<file path="config.mk">
export PLATFORM = sky130hd
export DESIGN_NAME = slot_serializer
export DESIGN_NICKNAME = d
export VERILOG_FILES = /design/src/rtl/sfmt_pkg.sv /design/src/rtl/sfmt_len_decode.sv /design/src/rtl/sfmt_word_pick.sv /design/src/rtl/slot_serializer.sv
export SDC_FILE = /design/constraint.sdc
export NUM_CORES = 1
export LEC_CHECK = 0
export ABC_AREA = 1
export BUFFER_PORTS_ARGS = -buffer_cell sky130_fd_sc_hd__buf_2
export CORE_ASPECT_RATIO = 2
export CORE_MARGIN = 4
export CORE_UTILIZATION = 40
export CTS_CLUSTER_SIZE = 28
export DETAILED_ROUTE_END_ITERATION = 7
export HOLD_SLACK_MARGIN = 0.03
export PLACE_DENSITY_LB_ADDON = 0.08
export RECOVER_POWER = 25
export SYNTH_ARGS = -nofsm -noshare
export SYNTH_HDL_FRONTEND = slang
export SYNTH_SLANG_ARGS = --single-unit
</file>
<file path="constraint.sdc">
create_clock -name clk -period 3.4 [get_ports clk]
set_input_delay 0.68 -clock clk [delete_from_list [all_inputs] [get_ports clk]]
set_output_delay 0.68 -clock clk [all_outputs]
set_load 0.05 [all_outputs]
</file>
<file path="src/rtl/sfmt_pkg.sv">
package sfmt_pkg;
    localparam int SLOTS    = 7;
    localparam int NSRC     = 7;
    localparam int WORD_W   = 32;
    localparam int SRC_W    = 3;
    localparam int LEN_W    = 4;
    localparam int SLOT_W   = $clog2(SLOTS);
    localparam int CNT_W    = $clog2(WORD_W + 1);
    localparam int PAD_KEEP = 24;

    typedef enum logic [1:0] {
        ST_IDLE  = 2'd0,
        ST_WAIT  = 2'd1,
        ST_SHIFT = 2'd2
    } fsm_e;

    typedef enum logic [1:0] {
        SP_BEFORE = 2'd0,
        SP_FIRST  = 2'd1,
        SP_AFTER  = 2'd2,
        SP_NONE   = 2'd3
    } syncpos_e;
endpackage

</file>
<file path="src/rtl/sfmt_len_decode.sv">
module sfmt_len_decode
    import sfmt_pkg::*;
(
    input  logic [LEN_W-1:0] code,
    output logic [CNT_W-1:0] nbits,
    output logic             pad
);
    always_comb begin
        pad = 1'b0;
        case (code)
            4'd1:    nbits = CNT_W'(4);
            4'd2:    nbits = CNT_W'(6);
            4'd3:    nbits = CNT_W'(8);
            4'd4:    nbits = CNT_W'(10);
            4'd5:    nbits = CNT_W'(12);
            4'd6:    nbits = CNT_W'(16);
            4'd7:    nbits = CNT_W'(20);
            4'd8:    nbits = CNT_W'(24);
            4'd9: begin
                nbits = CNT_W'(32);
                pad   = 1'b1;
            end
            default: nbits = '0;
        endcase
    end
endmodule

</file>
<file path="src/rtl/sfmt_word_pick.sv">
module sfmt_word_pick
    import sfmt_pkg::*;
(
    input  logic [SRC_W-1:0]             src,
    input  logic [NSRC-1:0][WORD_W-1:0]  words,
    output logic [WORD_W-1:0]            word
);
    logic [SRC_W-1:0] idx;

    always_comb begin
        idx  = src - SRC_W'(1);
        word = (src == '0) ? '0 : words[idx];
    end
endmodule

</file>
<file path="src/rtl/slot_serializer.sv">
module slot_serializer
    import sfmt_pkg::*;
#(
    parameter int DLY_W = 12
) (
    input  logic                    clk,
    input  logic                    rst_n,
    input  logic                    tick,
    input  logic                    strobe,
    input  logic [WORD_W-1:0]       in_i1,
    input  logic [WORD_W-1:0]       in_q1,
    input  logic [WORD_W-1:0]       in_i2,
    input  logic [WORD_W-1:0]       in_q2,
    input  logic [WORD_W-1:0]       in_mag,
    input  logic [WORD_W-1:0]       in_phase,
    input  logic [WORD_W-1:0]       in_gain,
    input  logic [SLOTS*SRC_W-1:0]  cfg_src,
    input  logic [SLOTS*LEN_W-1:0]  cfg_len,
    input  logic [SLOTS-1:0]        cfg_sync_mask,
    input  logic [1:0]              cfg_sync_pos,
    input  logic                    cfg_sync_inv,
    input  logic [DLY_W-1:0]        cfg_delay,
    output logic                    sd_out,
    output logic                    sync_out
);
    localparam logic [SLOT_W-1:0] ONE_S    = SLOT_W'(1);
    localparam logic [CNT_W-1:0]  ONE_B    = CNT_W'(1);
    localparam logic [DLY_W-1:0]  ONE_D    = DLY_W'(1);
    localparam logic [CNT_W-1:0]  PAD_FROM = CNT_W'(PAD_KEEP);

    fsm_e state, state_nx;

    logic [NSRC-1:0][WORD_W-1:0]  words_in, words_q;
    logic [SLOTS-1:0][SRC_W-1:0]  src_q;
    logic [SLOTS-1:0][LEN_W-1:0]  len_q;
    logic [SLOTS-1:0]             mask_q;
    syncpos_e                     pos_q;
    logic                         inv_q;
    logic [DLY_W-1:0]             cnt_q;
    logic [SLOT_W-1:0]            slot_q, slot_inc;
    logic [CNT_W-1:0]             bit_q;

    logic [SLOTS-1:0][CNT_W-1:0]  nbits;
    logic [SLOTS-1:0]             pad, en, rest_en;

    logic [WORD_W-1:0]            cur_word, shifted;
    logic [CNT_W-1:0]             cur_len;
    logic                         cur_pad, cur_en, in_slot;
    logic                         slot_done, has_next, accept;
    logic                         core_bit, core_first, core_last;

    logic                         d1_q, sd_q, f1_q, l1_q, l2_q, sync_q;

    assign words_in = {in_gain, in_phase, in_mag, in_q2, in_i2, in_q1, in_i1};

    // per-slot width decode of the latched length codes
    for (genvar g = 0; g < SLOTS; g++) begin : g_len
        sfmt_len_decode u_len (
            .code  (len_q[g]),
            .nbits (nbits[g]),
            .pad   (pad[g])
        );
        assign en[g] = |nbits[g];
    end

    // rest_en[s]: some slot at index s or later is enabled
    always_comb begin
        logic acc;
        acc = 1'b0;
        for (int i = SLOTS - 1; i >= 0; i--) begin
            acc        = acc | en[i];
            rest_en[i] = acc;
        end
    end

    sfmt_word_pick u_pick (
        .src   (src_q[slot_q]),
        .words (words_q),
        .word  (cur_word)
    );

    always_comb begin
        accept     = (state == ST_IDLE) && strobe;
        slot_inc   = slot_q + ONE_S;
        cur_len    = nbits[slot_q];
        cur_pad    = pad[slot_q];
        cur_en     = en[slot_q];
        in_slot    = (state == ST_SHIFT) && cur_en;
        shifted    = cur_word << bit_q;
        slot_done  = !cur_en || (bit_q == cur_len - ONE_B);
        has_next   = (slot_q != SLOT_W'(SLOTS - 1)) && rest_en[slot_inc];
        core_bit   = in_slot && !(cur_pad && bit_q >= PAD_FROM) && shifted[WORD_W-1];
        core_first = in_slot && (bit_q == '0) && mask_q[slot_q];
        core_last  = in_slot && (bit_q == cur_len - ONE_B) && mask_q[slot_q];
    end

    // next-state logic
    always_comb begin
        state_nx = state;
        unique case (state)
            ST_IDLE:  if (strobe) state_nx = (cfg_delay == '0) ? ST_SHIFT : ST_WAIT;
            ST_WAIT:  if (tick && cnt_q == ONE_D) state_nx = ST_SHIFT;
            ST_SHIFT: if (tick && (!rest_en[slot_q] || (slot_done && !has_next)))
                          state_nx = ST_IDLE;
            default:  state_nx = ST_IDLE;
        endcase
    end

    // state register
    always_ff @(posedge clk) begin
        if (!rst_n) state <= ST_IDLE;
        else        state <= state_nx;
    end

    // capture and position counters
    always_ff @(posedge clk) begin
        if (!rst_n) begin
            words_q <= '0;
            src_q   <= '0;
            len_q   <= '0;
            mask_q  <= '0;
            pos_q   <= SP_NONE;
            inv_q   <= 1'b0;
            cnt_q   <= '0;
            slot_q  <= '0;
            bit_q   <= '0;
        end else if (accept) begin
            words_q <= words_in;
            src_q   <= cfg_src;
            len_q   <= cfg_len;
            mask_q  <= cfg_sync_mask;
            pos_q   <= syncpos_e'(cfg_sync_pos);
            inv_q   <= cfg_sync_inv;
            cnt_q   <= cfg_delay;
            slot_q  <= '0;
            bit_q   <= '0;
        end else if (tick) begin
            if (state == ST_WAIT) begin
                cnt_q <= cnt_q - ONE_D;
            end else if (state == ST_SHIFT) begin
                if (slot_done) begin
                    slot_q <= slot_inc;
                    bit_q  <= '0;
                end else begin
                    bit_q  <= bit_q + ONE_B;
                end
            end
        end
    end

    // output stage: data runs one period behind the sequencer so the sync can lead it
    always_ff @(posedge clk) begin
        if (!rst_n) begin
            d1_q   <= 1'b0;
            sd_q   <= 1'b0;
            f1_q   <= 1'b0;
            l1_q   <= 1'b0;
            l2_q   <= 1'b0;
            sync_q <= 1'b0;
        end else if (tick) begin
            d1_q <= core_bit;
            sd_q <= d1_q;
            f1_q <= core_first;
            l1_q <= core_last;
            l2_q <= l1_q;
            unique case (pos_q)
                SP_BEFORE: sync_q <= core_first;
                SP_FIRST:  sync_q <= f1_q;
                SP_AFTER:  sync_q <= l2_q;
                default:   sync_q <= 1'b0;
            endcase
        end
    end

    assign sd_out   = sd_q;
    assign sync_out = sync_q ^ inv_q;

    AST_HOLD_CAPTURE: assert property (@(posedge clk) disable iff (!rst_n)
        (state != ST_IDLE) |=> $stable(words_q) && $stable(len_q) && $stable(src_q));
    AST_TICK_GATED: assert property (@(posedge clk) disable iff (!rst_n)
        (state != ST_IDLE) && !tick |=> $stable(bit_q) && $stable(slot_q) && $stable(cnt_q));
    AST_SD_QUIET: assert property (@(posedge clk) disable iff (!rst_n)
        !tick |=> $stable(sd_out));
    AST_SLOT_ORDER: assert property (@(posedge clk) disable iff (!rst_n)
        (state == ST_SHIFT) && tick && slot_done && has_next
        |=> (state == ST_SHIFT) && (slot_q == $past(slot_q) + ONE_S) && (bit_q == '0));
    AST_BIT_RANGE: assert property (@(posedge clk) disable iff (!rst_n)
        (state == ST_SHIFT) && cur_en |-> bit_q < cur_len);
    AST_DELAY_DOWN: assert property (@(posedge clk) disable iff (!rst_n)
        (state == ST_WAIT) && tick && (cnt_q > ONE_D)
        |=> (state == ST_WAIT) && (cnt_q == $past(cnt_q) - ONE_D));
endmodule

</file>
==> impl_metrics.toml, run 1 <==
[power]
p_leak_nw = 7.97
powerDensity_nw_per_um2 = 834
ir_worst_vdd_uv = 459

[final_layout]
fillers = 4062
fin_nets = 2856
layout-drive-gt1-share_pct = 15.5
syn2layout_area_growth_pct = 18.0
finalCoreUtilization_pct = 47.5

[logic_synthesis]
synth_nets = 2649
synth-edff-count = 0
synth_top_area_cell = "dfxtp_1"
ys.flop_type = "dfxtp_1"
yosysTopAreaCellShare_pct = 40.9
ys_seq_area_share_pct = 40.9
synth_most_common_cell = "nor2_1"
ys_seq_elements = 312
async_flop_share_pct = 0
syn_area_um2 = 15300
yosysWarnings = 0
yosys.cell_types.count = 41
netlist_top_cells_count = "459 x nor2_1, 445 x nand2_1, 344 x o21ai_0"
synthCells = 2341
avgSynthCellArea_um2 = 6.52
synth.area.top_cells = "dfxtp_1 41%, nor2_1 11%, o21ai_0 11%"

[die]
die_w_um = 146
num_rows = 101
start_util_pct = 40.3
dieArea_um2 = 41600
ios = 301
die_y_um = 284
core_um2 = 37900

[critical_path]
path_delay_family = "simple AND/OR/NAND/NOR gates"
end_kind = "flop"
cp-start-kind = "flop"
critPathSlowestCell = "dfxtp_1"
crit_cells = 22
r2r_slack_ns = 0.30
crit_start = "slot_q[0]"
worstPathArrival_ns = 3.57
cp_num_buf_inv = 4
cp_cell_sequence = "inv_4, buf_4, nand2_1, nand3_1, nand3_2, nand2_4, ha_2, inv_2, buf_12, o21ai_0, nand2_1, nand2_1, nand3_1, nand2_1, nand2_1, nand2_1, nor2_1, nand2_1, nand3_1, nand3_1, nand2_1, a21oi_1"
worst_ep_required_time_ns = 3.86
cp_max_fo = 67
r2r_end = "d1_q"
crit_end = "d1_q"
reg2reg_depth = 22
slowest_delay_ns = 0.52
criticalPathCategory = "reg -> reg"
path_common_cell = "nand2_1"
r2r-start = "slot_q[0]"

[global_route]
top_usage_layer = "met2"
use_met2_pct = 49.1
grt_max_degree = 159
grt_use_met1_pct = 26.7
track_usage_pct = 24.9
antenna_found_initial = 5
overflow = 0
met3_usage_pct = 2.52
grt_pass1_vias = 15400
grt_pass1_wl_mm = 83.1

[sta]
fin_skew_ns = 0.0200
setup_viol = 0
setup_ws_ns = 0.296
finalHoldViolCount = 0
finalSetupTns_ns = 0
slew_viol_final = 0
period_minus_slack_ns = 3.10
relSlewSlack_pct = 19.2
grt_setup_unrepaired = "false"
max_freq_mhz = 322
worst_pin_slew_ns = 1.21
period_share_pct = 91.3

[route]
drtIter0Drc = 882
viasPerCell = 5.22
vias = 15900
first_pass_iters = 7
drc = 0
detail_route.wl_per_cell_um = 17.9
ant_nets = 0
wirelength_mm = 54.4

[clock_tree]
clkLatencyLatePin_ns = 0.58
ctsResizeCount = 0
clkTransAtPathRegs_ns = 0.07
clock_sinks = 312
cts_setup_buffers = 0
clock_path_buffers = 3
h-tree-depth = 1
cts_tree = "yes"
holdBufCountCts = 0
cts_buffers = 29
clock-root-buffer = "clkbuf_16"

[placement]
dp_hpwl_mm = 41.0
pre_cts_ws_ns = 0.261
port_buffers = 300
gp_congestion = 0.917

[outcome]
status = "finished clean"

[min_path]
hold_class = "in -> reg"

[run]
maxCapViolations = 0
==> per-stage QoR <==
step | instance area, µm² | instances | power [W] | hold slack, ns
final | 18000 | 3034 | 0.0150 | 0.344
after global placement | 17100 | 2980 | 0.0116 | 0.434
after CTS | 18000 | 3032 | 0.0152 | 0.312
after floorplan | 15300 | 2341 | 0.00973 | 0.424
after global routing | 18000 | 3034 | 0.0162 | 0.343
after detailed placement | 17100 | 2980 | 0.0117 | 0.441
==> logic make-up (layout without fill, tap and decap cells) <==
kind of cell	Yosys count	in the layout	share of synthesized area (%)
AO/OA/AOI/OAI	539	539	18.3
XOR/XNOR	13	13	0.746
adder cells (fa/ha/maj)	9	9	0.737
buffers and inverters	302	530	8.00
flip-flops	312	312	40.9
multiplexers	2	2	0.131
other	0	2	0
AND/OR/NAND/NOR	1164	1164	31.2
==> cells in the final DEF (no fill, tap or decap), types with 7 or more instances in the layout <==
cell / count
a21oi_1: 131
inv_1: 135
nand3_1: 220
o211ai_1: 15
clkbuf_1: 9
xnor2_1: 7
buf_2: 299
clkbuf_16: 29
nor3_1: 8
clkbuf_8: 7
o21ai_0: 343
nand2_1: 445
o21ai_1: 27
buf_12: 7
dfxtp_1: 311
ha_1: 8
nand4_1: 15
buf_4: 26
nor2_1: 459
a31oi_1: 11
==> final cells by class <==
type	count	area [µm²]	share of cell area (%)
Timing Repair Buffer	338	1860	10.3
Clock inverter	12	150	0.833
Multi-Input combinational cell	1727	7810	43.4
Sequential cell	312	6250	34.7
Antenna cell	2	5.00	0.0278
Clock buffer	40	837	4.65
Inverter	140	533	2.96
Tap cell	463	579	3.22
==> sequential cells by signal (all words and copies together) (netlist names) <==
signal and cells:
f1_q 1, sd_out 1, l1_q 1, l2_q 1
src_q 21, pos_q 2, state 2, inv_q 1
words_q 224, sync_q 1, d1_q 1, len_q 28
bit_q 6, mask_q 7, slot_q 3, cnt_q 12
==> where the power goes <==
part           internal (W)  total [W]  switching, W
registers           0.00460    0.00517      0.000567
clock network       0.00195    0.00342       0.00147
logic               0.00212    0.00645       0.00433
total               0.00867     0.0150       0.00637
==> metal layers <==
metal  wire length, µm  vias up  share of wire [%]
met3              2260      104                4.2
met2             29800      476                 55
li1                  -     8067                  -
met5                 0        -                  0
met4              2220        0                4.1
met1             20100     7205                 37
==> worst register-to-register path, delay by kind of cell (launching register included) <==
| family | cells | cell delay, ns |
|---|---|---|
| AOI/OAI and AO/OA | 2 | 0.24 |
| adders and majority gates | 1 | 0.30 |
| buffers and inverters | 4 | 0.69 |
| DFF | 1 | 0.52 |
| and+or+nand+nor | 15 | 1.25 |
==> worst min path at each step <==
stage               slack, ns       startpoint           end  cells after the start
finish                   0.34  cfg_sync_pos[1]      pos_q[1]                      3
global route             0.34        in_i2[21]   words_q[85]                      3
CTS                      0.31  cfg_sync_pos[1]      pos_q[1]                      3
detailed placement       0.44      words_q[31]   words_q[31]                      2
global placement         0.43     words_q[159]  words_q[159]                      2
floorplan                0.42         src_q[2]      src_q[2]                      2
No activity file was read; power rests on OpenSTA's default activity.
==> run 2, diff against run 1 <==
--- a/config.mk
+++ b/config.mk
@@ -5,11 +5,10 @@
 export SDC_FILE = /design/constraint.sdc
 export NUM_CORES = 1
 export LEC_CHECK = 0
-export ABC_AREA = 1
 export BUFFER_PORTS_ARGS = -buffer_cell sky130_fd_sc_hd__buf_2
 export CORE_ASPECT_RATIO = 2
 export CORE_MARGIN = 4
-export CORE_UTILIZATION = 40
+export CORE_UTILIZATION = 35
 export CTS_CLUSTER_SIZE = 28
 export DETAILED_ROUTE_END_ITERATION = 7
 export HOLD_SLACK_MARGIN = 0.03
==> run 2 against run 1 <==
  * The run now ends with capacitance limit, slew limit, setup timing left
  * Non-clock buffer count rose by 101
  * Synthesized area fell by 0.85%
  * Global-route usage fell by 0.27 points
  * Critical endpoint unchanged
  * Largest cell class unchanged
==> impl_metrics.toml, run 2 <==
[critical_path]
crit_cells = 17
criticalPathCategory = "reg -> reg"
reg2reg_depth = 17
end_kind = "flop"
cp-start-kind = "flop"
crit_start = "slot_q[1]"
worstPathArrival_ns = 3.85
path_delay_family = "compound AO/OA/AOI/OAI gates"
slowest_delay_ns = 0.45
r2r_slack_ns = -0.02
r2r_end = "d1_q"
cp_num_buf_inv = 5
cp_cell_sequence = "mux2_4, a221o_1, and2_4, clkinv_4, ha_4, clkinv_4, a21oi_4, nor2_4, buf_12, buf_16, buf_6, nand2_4, a21oi_2, a2111o_1, a2111o_1, o311ai_4, a41oi_2"
cp_max_fo = 7
worst_ep_required_time_ns = 3.83
r2r-start = "slot_q[1]"
crit_end = "d1_q"
critPathSlowestCell = "a2111o_1"

[logic_synthesis]
syn_area_um2 = 15100
synth.area.top_cells = "dfxtp_1 41%, nand2_1 18%, a21oi_1 11%"
async_flop_share_pct = 0
yosysTopAreaCellShare_pct = 41.3
ys_seq_area_share_pct = 41.3
synth_top_area_cell = "dfxtp_1"
synth_nets = 2359
ys.flop_type = "dfxtp_1"
netlist_top_cells_count = "719 x nand2_1, 325 x a21oi_1, 312 x dfxtp_1"
synthCells = 2051
ys_seq_elements = 312
avgSynthCellArea_um2 = 7.38
yosysWarnings = 0
yosys.cell_types.count = 89
synth-edff-count = 0
synth_most_common_cell = "nand2_1"

[sta]
max_freq_mhz = 292
setup_ws_ns = -0.0227
grt_setup_unrepaired = "true"
period_minus_slack_ns = 3.42
finalHoldViolCount = 0
setup_viol = 1
slew_viol_final = 107
relSlewSlack_pct = -33.7
worst_pin_slew_ns = 2.00
fin_skew_ns = 0.0138
period_share_pct = 101

[clock_tree]
clock-root-buffer = "clkbuf_16"
cts_buffers = 29
clock_sinks = 312
cts_tree = "yes"
h-tree-depth = 1
clock_path_buffers = 3
clkLatencyLatePin_ns = 0.56
clkTransAtPathRegs_ns = 0.07

[placement]
placedCellCount = 2855
pre_cts_ws_ns = -0.259
gp_congestion = 0.914
port_buffers = 300
placed_cell_area_um2 = 17800
dp_hpwl_mm = 47.1

[die]
core_um2 = 42700
die_w_um = 155
num_rows = 107
die_y_um = 302
start_util_pct = 35.5
ios = 301
dieArea_um2 = 46900

[power]
p_leak_nw = 7.59
powerDensity_nw_per_um2 = 545
ir_worst_vdd_uv = 386

[route]
wirelength_mm = 60.5
detail_route.wl_per_cell_um = 20.7
ant_nets = 0
drtIter0Drc = 812
drc = 0
vias = 15400
viasPerCell = 5.27
first_pass_iters = 5

[final_layout]
top_regs = "words_q (224), len_q (28), src_q (21)"
layout-drive-gt1-share_pct = 23.7
instances_no_fill = 2921
layout_common_cells = "717 x nand2_1, 324 x a21oi_1, 309 x dfxtp_1"
register_area_um2 = 6250
fin_nets = 2661
syn2layout_area_growth_pct = 25.7
finalCoreUtilization_pct = 44.6
final_area_um2 = 19000
mostFrequentLayoutCell = "nand2_1"
largest_reg_flops = 224
fillers = 4529
multiInputGateArea_um2 = 8290
largest-register = "words_q"

[run]
maxCapViolations = 2

[global_route]
track_usage_pct = 24.7
grt_max_degree = 160
grt_pass1_wl_mm = 89.6
grt_pass1_vias = 15700
antenna_found_initial = 1
overflow = 0

[min_path]
hold_class = "in -> reg"

[outcome]
status = "complete, but fails checks"
violations = "capacitance limit, slew limit, setup timing"
[run 2: worst min-delay path: stages]
cell     delay [ns]
buf_2          0.08
nand2_1        0.04
nand3_1        0.06
[run 2: final cells by class]
class / instances / share of cell area [%]
multi-input cells: 1550 / 43.6
flip-flops and latches: 312 / 32.9
repair buffers: 439 / 14.4
clock buffers: 39 / 4.12
well taps: 545 / 3.58
clock inverters: 14 / 1.02
inverters: 21 / 0.487
diodes: 1 / 0.0132
[run 2: worst min-delay path by stage]
stage	from	endpoint	slack, ns	cells past startpoint
after global routing	cfg_sync_pos[1]	pos_q[1]	0.32	3
after global placement	mask_q[1]	mask_q[1]	0.44	2
after floorplan	words_q[62]	words_q[62]	0.43	2
final	cfg_sync_pos[1]	pos_q[1]	0.33	3
after detailed placement	src_q[2]	src_q[2]	0.45	2
after CTS	cfg_sync_pos[1]	pos_q[1]	0.30	3
[run 2: cells by family after synthesis]
| group | count (synthesis) | synth area share, % |
|---|---|---|
| muxes | 59 | 4.57 |
| adders and majority gates | 9 | 0.744 |
| xor gates and xnor gates | 24 | 1.39 |
| AOI/OAI and AO/OA | 513 | 20.5 |
| and+or+nand+nor | 945 | 26.3 |
| buffers and inverters | 189 | 5.22 |
| DFF | 312 | 41.3 |
[run 2: power by group]
group	internal [W]	switching [W]	leakage, nW
clock	0.00193	0.00148	0.471
sequential	0.00400	0.000311	2.56
combinational	0.00110	0.00155	4.56
total	0.00703	0.00334	7.59
[run 2: repair_timing]
item | 4_1_cts | 5_1_grt
hold buffers | 0 | 0
buffers inserted | 6 | 5
setup endpoints to repair | 2 | 4
gates resized for setup | 11 | 30
cloned | 1 | 0
pin swaps | 4 | 11
[run 2: per-stage QoR]
stage | power, W | hold WS (ns) | setup TNS (ns)
after floorplan | 0.00585 | 0.431 | -0.135
after global placement | 0.00692 | 0.440 | -0.168
after detailed placement | 0.00694 | 0.447 | -0.292
after CTS | 0.0104 | 0.299 | -0.0274
after global routing | 0.0109 | 0.318 | -0.581
final | 0.0104 | 0.329 | -0.0227
[run 2: per-layer routing]
metal  track usage [%]  part of all wire, %  routed length [µm]
met3              2.86                  4.6                2810
met5                 0                    0                   0
met2              47.2                   54               32600
met4              11.5                  4.7                2840
met1              26.6                   37               22200
==> run 3, diff against run 2 <==
--- a/config.mk
+++ b/config.mk
@@ -6,7 +6,7 @@
 export NUM_CORES = 1
 export LEC_CHECK = 0
 export BUFFER_PORTS_ARGS = -buffer_cell sky130_fd_sc_hd__buf_2
-export CORE_ASPECT_RATIO = 2
+export CAP_MARGIN = 15
 export CORE_MARGIN = 4
 export CORE_UTILIZATION = 35
 export CTS_CLUSTER_SIZE = 28
==> constraint.sdc (replaced) <==
create_clock -name clk -period 4.1 [get_ports clk]
set_input_delay 0.82 -clock clk [delete_from_list [all_inputs] [get_ports clk]]
set_output_delay 0.82 -clock clk [all_outputs]
set_load 0.05 [all_outputs]
==> run 3 against run 2 <==
  * The flow finishes with violations (capacitance limit, slew limit)
  * Count of clock-buffer cells in the layout grew 11
  * Die area shrank 0.43%
  * Hold slack gained 0.12 ns
  * Largest power group unchanged
  * Global-route usage shrank 1.3 points
  * Highest routed layer unchanged
  * Critical path type unchanged
  * Non-clock buffer count shrank 89
==> impl_metrics.toml, run 3 (same netlist as run 2, synthesis figures left out) <==
[die]
dieArea_um2 = 46700
num_rows = 75
die_w_um = 216
ios = 301
start_util_pct = 35.8
core_um2 = 42300
die_y_um = 216

[global_route]
grt_max_degree = 122
grt_pass1_wl_mm = 85.8
grt_pass1_vias = 14700
antenna_found_initial = 0
track_usage_pct = 23.4
overflow = 0

[sta]
fin_skew_ns = 0.0224
worst_pin_slew_ns = 2.13
slew_viol_final = 149
finalSetupTns_ns = 0
period_minus_slack_ns = 3.88
relSlewSlack_pct = -42.3
grt_setup_unrepaired = "false"
period_share_pct = 94.5
max_freq_mhz = 258
setup_viol = 0
finalHoldViolCount = 0
holdWs_ns = 0.452

[final_layout]
final_area_um2 = 18300
antenna_cells = 0
layout_common_cells = "718 x nand2_1, 325 x a21oi_1, 310 x dfxtp_1"
largest-register = "words_q"
syn2layout_area_growth_pct = 20.6
top_regs = "words_q (224), len_q (28), src_q (21)"
mostFrequentLayoutCell = "nand2_1"
largest_reg_flops = 224
layout-drive-gt1-share_pct = 19.9
finalCoreUtilization_pct = 43.1
fin_nets = 2579

[clock_tree]
cts_buffers = 36
cts_tree = "yes"
clkLatencyLatePin_ns = 0.56
clock-root-buffer = "clkbuf_16"
clkTransAtPathRegs_ns = 0.06
holdBufCountCts = 0
h-tree-depth = 2
clock_path_buffers = 3
clock_sinks = 312

[route]
drtIter0Drc = 1239
vias = 15100
wirelength_mm = 57.2
first_pass_iters = 5
detail_route.wl_per_cell_um = 19.9
drc = 0
ant_nets = 0
viasPerCell = 5.27

[critical_path]
worst_ep_required_time_ns = 4.52
critPathSlowestCell = "a2111o_1"
cp_max_fo = 29
slowest_delay_ns = 0.40
criticalPathCategory = "reg -> reg"
cp_cell_sequence = "mux2_4, a221o_1, and2_2, inv_2, ha_2, inv_1, nand3_1, nand2_2, buf_12, a211oi_1, nor4_1, a2111o_1, a2111o_1, o311ai_1, a41oi_1"
worstPathArrival_ns = 4.30
path_common_cell = "a2111o_1"
cp-start-kind = "flop"
end_kind = "flop"

[placement]
placed_cell_area_um2 = 17200
port_buffers = 300
gp_congestion = 0.877
dp_hpwl_mm = 43.0

[power]
p_leak_nw = 7.16
finalPower_w = 0.00856
ir_worst_vdd_uv = 203
powerDensity_nw_per_um2 = 469

[run]
maxCapViolations = 2

[outcome]
violations = "capacitance limit, slew limit"
status = "complete, but fails checks"

[min_path]
hold_class = "reg -> reg"
==> run 3: path summary, 6_finish.rpt <==
check,startpoint,to,slack (ns),depth (start not counted)
min,words_q[98],words_q[98],0.45,2
max,slot_q[1],d1_q,0.22,15
min reg2reg,words_q[98],words_q[98],0.45,2
max reg2reg,slot_q[1],d1_q,0.22,15
==> run 3: power breakdown <==
part	total, W	switching [W]	internal [W]
clock	0.00306	0.00132	0.00174
sequential	0.00358	0.000263	0.00332
combinational	0.00192	0.00120	0.000718
total	0.00856	0.00279	0.00578
==> run 3: worst max-delay path: cells and delay by family, from the launching register on <==
| family | cells | cell delay, ns |
|---|---|---|
| AO/OA/AOI/OAI | 6 | 1.63 |
| AND/OR/NAND/NOR | 4 | 0.65 |
| buffers and inverters | 3 | 0.49 |
| flip-flops | 1 | 0.39 |
| multiplexers | 1 | 0.31 |
| adder cells (fa/ha/maj) | 1 | 0.28 |
==> run 3: final cells by class <==
type | count | area (µm²)
clock inverter | 13 | 83.8
inverter | 21 | 82.6
tap | 577 | 722
timing repair buffer | 350 | 1980
clock buffer | 50 | 1010
fill | 4532 | 24100
sequential | 312 | 6250
multi-input combinational | 1550 | 8130
==> run 3: stage by stage <==
stage / instances / setup slack, ns
finish: 2873 / 0.225
global route: 2873 / 0.00603
CTS: 2870 / 0.0915
detailed placement: 2807 / 0.104
global placement: 2807 / 0.195
floorplan: 2051 / 0.0176
==> run 3: timing repair <==
item,4_1_cts,5_1_grt
resized for setup,0,4
setup endpoints to repair,0,1
setup buffers,0,3
==> run 3: per-layer routing <==
layer / vias to the layer above / GRT usage (%) / routed length, µm
li1: 7460 / - / -
met1: 7146 / 32.4 / 25900
met2: 458 / 37.8 / 26400
met3: 81 / 3.45 / 3400
met4: 0 / 7.08 / 1580
met5: - / 0 / 0
